File: src/rtl/deser_pkg.sv
package deser_pkg;
  localparam int unsigned WORD_W = 16;
  localparam int unsigned BITS_PER_CYC = 2;

  typedef enum logic {
    ORD_FIRST_LOW  = 1'b0,
    ORD_FIRST_HIGH = 1'b1
  } lane_order_e;
endpackage

File: src/rtl/deser_rst_sync.sv
module deser_rst_sync #(
  parameter int unsigned STAGES = 2
) (
  input  logic clk,
  input  logic rst_n,
  output logic rst_n_sync
);
  logic [STAGES-1:0] sync_q;
  logic [STAGES-1:0] sync_n;

  always_comb begin
    sync_n = {sync_q[STAGES-2:0], 1'b1};
  end

  always_ff @(posedge clk or negedge rst_n) begin
    if (!rst_n) begin
      sync_q <= '0;
    end else begin
      sync_q <= sync_n;
    end
  end

  assign rst_n_sync = sync_q[STAGES-1];
endmodule

File: src/rtl/deser_phase_cnt.sv
module deser_phase_cnt #(
  parameter int unsigned CYCLES = 8,
  localparam int unsigned CW = (CYCLES > 1) ? $clog2(CYCLES) : 1
) (
  input  logic          clk,
  input  logic          rst_n,
  input  logic          align,
  output logic [CW-1:0] cnt_o,
  output logic          last_o
);
  localparam logic [CW-1:0] LAST = CW'(CYCLES - 1);

  logic [CW-1:0] cnt_q;
  logic [CW-1:0] cnt_n;

  always_comb begin
    if (align) begin
      cnt_n = '0;
    end else if (cnt_q == LAST) begin
      cnt_n = '0;
    end else begin
      cnt_n = cnt_q + 1'b1;
    end
  end

  always_ff @(posedge clk or negedge rst_n) begin
    if (!rst_n) begin
      cnt_q <= '0;
    end else begin
      cnt_q <= cnt_n;
    end
  end

  assign cnt_o  = cnt_q;
  assign last_o = (cnt_q == LAST);

  AST_CNT_CLEAR: assert property (@(posedge clk) disable iff (!rst_n)
    align |=> (cnt_q == '0));
endmodule

File: src/rtl/deser_shreg.sv
module deser_shreg #(
  parameter int unsigned WIDTH = 16,
  parameter int unsigned STEP  = 2
) (
  input  logic             clk,
  input  logic             rst_n,
  input  logic             align,
  input  logic [STEP-1:0]  din,
  output logic [WIDTH-1:0] word_next_o
);
  logic [WIDTH-1:0] sr_q;
  logic [WIDTH-1:0] sr_n;
  logic [WIDTH-1:0] shifted;

  always_comb begin
    shifted = {sr_q[WIDTH-STEP-1:0], din};
    sr_n    = align ? '0 : shifted;
  end

  always_ff @(posedge clk or negedge rst_n) begin
    if (!rst_n) begin
      sr_q <= '0;
    end else begin
      sr_q <= sr_n;
    end
  end

  assign word_next_o = shifted;

  AST_SR_CLEAR: assert property (@(posedge clk) disable iff (!rst_n)
    align |=> (sr_q == '0));
endmodule

File: src/rtl/deser_word_out.sv
module deser_word_out
  import deser_pkg::*;
#(
  parameter int unsigned WIDTH = 16
) (
  input  logic             clk,
  input  logic             rst_n,
  input  logic             load,
  input  logic             order,
  input  logic [WIDTH-1:0] word_in,
  output logic [WIDTH-1:0] word_o,
  output logic             vld_o
);
  logic [WIDTH-1:0] reversed;
  logic [WIDTH-1:0] word_q;
  logic [WIDTH-1:0] word_n;
  logic             vld_q;
  logic             vld_n;

  for (genvar i = 0; i < WIDTH; i++) begin : g_rev
    assign reversed[i] = word_in[WIDTH-1-i];
  end

  always_comb begin
    word_n = word_q;
    if (load) begin
      word_n = (lane_order_e'(order) == ORD_FIRST_HIGH) ? word_in : reversed;
    end
    vld_n = load;
  end

  always_ff @(posedge clk or negedge rst_n) begin
    if (!rst_n) begin
      word_q <= '0;
      vld_q  <= 1'b0;
    end else begin
      word_q <= word_n;
      vld_q  <= vld_n;
    end
  end

  assign word_o = word_q;
  assign vld_o  = vld_q;

  AST_WORD_HOLD: assert property (@(posedge clk) disable iff (!rst_n)
    !vld_q |-> $stable(word_q));
endmodule

File: src/rtl/ddr_deser16.sv
module ddr_deser16
  import deser_pkg::*;
#(
  parameter int unsigned WIDTH = WORD_W,
  parameter int unsigned STEP  = BITS_PER_CYC,
  localparam int unsigned CYCLES = WIDTH / STEP,
  localparam int unsigned CW = (CYCLES > 1) ? $clog2(CYCLES) : 1
) (
  input  logic             clk,
  input  logic             rst_n,
  input  logic             align,
  input  logic             bit_rise,
  input  logic             bit_fall,
  input  logic             lane_order,
  output logic [WIDTH-1:0] word_o,
  output logic             word_vld_o
);
  logic             rst_n_int;
  logic [CW-1:0]    phase;
  logic             phase_last;
  logic             load;
  logic [STEP-1:0]  din;
  logic [WIDTH-1:0] word_next;

  assign din  = {bit_rise, bit_fall};
  assign load = phase_last && !align;

  deser_rst_sync #(.STAGES(2)) rst_sync_i (
    .clk        (clk),
    .rst_n      (rst_n),
    .rst_n_sync (rst_n_int)
  );

  deser_phase_cnt #(.CYCLES(CYCLES)) phase_cnt_i (
    .clk    (clk),
    .rst_n  (rst_n_int),
    .align  (align),
    .cnt_o  (phase),
    .last_o (phase_last)
  );

  deser_shreg #(.WIDTH(WIDTH), .STEP(STEP)) shreg_i (
    .clk         (clk),
    .rst_n       (rst_n_int),
    .align       (align),
    .din         (din),
    .word_next_o (word_next)
  );

  deser_word_out #(.WIDTH(WIDTH)) word_out_i (
    .clk     (clk),
    .rst_n   (rst_n_int),
    .load    (load),
    .order   (lane_order),
    .word_in (word_next),
    .word_o  (word_o),
    .vld_o   (word_vld_o)
  );

  AST_VLD_SPACING: assert property (@(posedge clk) disable iff (!rst_n_int)
    word_vld_o |=> !word_vld_o);
  AST_VLD_PHASE: assert property (@(posedge clk) disable iff (!rst_n_int)
    word_vld_o |-> (phase == '0));
  AST_ALIGN_QUIET: assert property (@(posedge clk) disable iff (!rst_n_int)
    align |=> !word_vld_o);
  AST_RESET_OUT: assert property (@(posedge clk)
    !rst_n |-> (word_o == '0 && !word_vld_o));
endmodule

File: config.mk
export PLATFORM = sky130hd
export DESIGN_NAME = ddr_deser16
export DESIGN_NICKNAME = d
export VERILOG_FILES = /design/src/rtl/deser_pkg.sv /design/src/rtl/deser_rst_sync.sv /design/src/rtl/deser_phase_cnt.sv /design/src/rtl/deser_shreg.sv /design/src/rtl/deser_word_out.sv /design/src/rtl/ddr_deser16.sv
export SDC_FILE = /design/constraint.sdc
export NUM_CORES = 1
export LEC_CHECK = 0
export BUFFER_PORTS_ARGS = -buffer_cell sky130_fd_sc_hd__buf_2
export CORE_UTILIZATION = 58
export CTS_BUF_LIST = sky130_fd_sc_hd__clkbuf_4 sky130_fd_sc_hd__clkbuf_8
export DETAILED_ROUTE_END_ITERATION = 16
export PLACE_DENSITY_LB_ADDON = 0.25
export SYNTH_ARGS = -nofsm -noshare
export SYNTH_HDL_FRONTEND = slang
export SYNTH_SLANG_ARGS = --single-unit
File: constraint.sdc
create_clock -name clk -period 1.5 [get_ports clk]
set_clock_uncertainty 0.05 [all_clocks]
set_input_delay 0.15 -clock clk [delete_from_list [all_inputs] [get_ports clk]]
set_output_delay 0.15 -clock clk [all_outputs]
set_load 0.005 [all_outputs]
==> reports/metrics.cfg <==
[worst_hold_path]
hold_start = bit_rise
min_to = shreg_i.sr_q[1]
hold_class = in -> reg
worst_hold_path.num_cells = 2

[worst_setup_path]
critPathKind = reg -> reg
cp_cell_sequence = ha_2 > ha_4 > nor2b_4 > buf_4 > mux2_2
critPathRequiredTime_ns = 1.68
path_delay_family = flip-flops
timing.rr.end = word_out_i.word_o[4]
cp_num_buf_inv = 1
crit_path_end_kind = flip-flop
cpMaxStageDelayCell = dfrtp_1
start_kind = flip-flop
max_stage_delay_ns = 0.36
cp_max_fo = 5
ff2ff_path_depth = 5
timing.reg2reg.setup_slack_ns = -0.03
r2r-start = phase_cnt_i.cnt_o[0]
worst_ep_arrival_time_ns = 1.71

[yosys]
synth-simple-area-share_pct = 7.64
syn-cell-area_um2 = 1540
ys_types = 11
synth_warnings = 0
synth_top_family_by_area = multiplexers
synthXorXnorAreaFrac_pct = 0
synth_compound_area_share_pct = 0
yosysSeqAreaShare_pct = 58.5
synth-seq-cells = 36
syn-mean-instance-area_um2 = 16.4
synth_fa_ha_area_share_pct = 1.62
synthCells = 94
syn_nets = 102
yosys-mux-area-fraction_pct = 28.3

[floorplan]
num_rows = 18
core_um2 = 2500
die_area_um2 = 2870
die_w_um = 53.5
die_h_um = 53.5
ioPinCount = 23
initial_core_util_pct = 61.6

[drt]
wire_per_inst_um = 14.3
drt_wl_total_mm = 2.25
ant_nets = 0
vias_per_cell = 5.02
drc = 0
drt_iter0_markers = 3
dr.pass1.iters = 4
dr_total_vias = 788

[status]
outcome = finished with violations
violations = negative setup slack

[placement]
place_area_um2 = 1720
place_ws_ns = -0.0308
gp_congestion = 0.703
portBuffers = 22

[cells_and_area]
fillers = 153
multiInputGateArea_um2 = 612
fin_area_um2 = 1820
area_growth_pct = 18.0
antennaDiodeCount = 0
layout-drive-gt1-share_pct = 55.9
final-seq-area_um2 = 901
nNetsFinal = 134

[global_routing]
grt_first_pass_wirelength_mm = 3.62
grt_usage_pct = 19.5
grt_pass1_vias = 773
grt.overflow.total = 0
grt_max_degree = 35
antenna_found_initial = 0

[sta]
post-route-period-util_pct = 102
timing.final.hold_violations = 0
min_period_ns = 1.53
finalSetupViolCount = 7
rsz0062_at_grt = yes
fin_ws_ns = -0.0266
drv_slew = 0
tns_ns = -0.0720
clock.fmax_mhz = 655

[pwr]
p_per_area_nw_per_um2 = 942
power_leakage_nw = 0.973
vdd_drop_max_uv = 808
finalPower_mw = 1.71

[cts]
clockRootBuffer = clkbuf_4
cts_sinks = 36
cts_tree = done
numCtsBuffers = 5
clk-insertion-delay-late_ns = 0.34
h-tree-depth = 2
clock_path_buffers = 2
clkTransAtPathRegs_ns = 0.10

[flow_run]
cap_violations = 0

==> metal layers <==
metal | track usage (%) | up-vias | wire, um
li1 | - | 382 | -
met1 | 24.4 | 378 | 1040
met3 | 5.93 | 6 | 100
met4 | 14.5 | 0 | 49
met5 | 0 | - | 0
met2 | 28.3 | 22 | 1060
==> through the flow <==
stage | utilization (%) | hold slack [ns] | instances
after global routing | 72.7 | 0.0110 | 157
after global placement | 68.6 | -0.113 | 146
final | 72.7 | 0.0213 | 157
after detailed placement | 68.6 | -0.109 | 146
after CTS | 72.5 | 0.00872 | 157
after floorplan | - | -0.196 | 94
==> logic make-up after synthesis <==
logic type / after synthesis
and+or+nand+nor: 18
other: 1
DFF: 36
muxes: 32
buffers and inverters: 5
adders and majority gates: 2
==> worst max path at each step <==
stage | from | to | slack [ns] | cells after the start
CTS | phase_cnt_i.cnt_o[0] | word_out_i.word_o[4] | -0.04 | 5
floorplan | phase_cnt_i.cnt_o[0] | word_out_i.word_o[10] | -0.03 | 6
detailed placement | phase_cnt_i.cnt_o[0] | word_out_i.word_o[1] | -0.03 | 5
global route | phase_cnt_i.cnt_o[0] | word_out_i.word_o[4] | -0.09 | 5
global placement | phase_cnt_i.cnt_o[0] | word_out_i.word_o[1] | 0.03 | 5
finish | phase_cnt_i.cnt_o[0] | word_out_i.word_o[4] | -0.03 | 5
==> cells in the final DEF, fill, tap and decap left out <==
master | Yosys | layout
dfrtp_1 | 36 | 36
nor2b_1 | 12 | 11
mux2_4 | 20 | 22
ha_2 | 0 | 1
buf_4 | 0 | 4
nor3_1 | 1 | 1
buf_2 | 0 | 22
mux2_2 | 12 | 10
buf_12 | 1 | 2
ha_4 | 0 | 1
clkbuf_4 | 0 | 7
and2b_1 | 5 | 5
clkbuf_8 | 0 | 1
nor2b_4 | 0 | 1
conb_1 | 1 | 1
dlygate4sd3_1 | 0 | 2
==> area by class of cell <==
cell class / instances / area share (%)
tap: 30 / 2.07
timing repair buffer: 30 / 11.0
clock buffer: 8 / 3.65
multi-input combinational: 53 / 33.7
sequential: 36 / 49.6
==> synth_stat cells <==
cell type   n  area (um^2)
clkbuf_1    1         3.75
ha_1        2         25.0
nor2b_1    12         75.1
nor3_1      1         5.00
mux2_4     20          300
buf_6       3         33.8
conb_1      1         3.75
mux2_2     12          135
dfrtp_1    36          901
buf_12      1         20.0
and2b_1     5         37.5
==> power by group <==
| group | leakage, nW | switching (mW) | total (mW) | internal (mW) |
|---|---|---|---|---|
| clock network | 0.0394 | 0.301 | 0.569 | 0.267 |
| registers | 0.491 | 0.0153 | 1.01 | 0.997 |
| logic | 0.443 | 0.0573 | 0.131 | 0.0734 |
| total | 0.973 | 0.374 | 1.71 | 1.34 |
==> sequential cells by signal (all words and copies together) (netlist names) <==
name	count
phase_cnt_i.cnt_o	3
word_out_i.word_o	16
word_out_i.vld_o	1
rst_sync_i.sync_q	2
shreg_i.sr_q	14
==> what timing repair did <==
| action | in CTS | in global routing |
|---|---|---|
| endpoints found under the hold margin | 3 | 0 |
| endpoints found under the setup margin | 15 | 16 |
| hold buffers | 2 | 0 |
| gates resized for setup | 1 | 1 |
| setup buffers | 1 | 0 |
No activity file was read; power rests on OpenSTA's default activity.
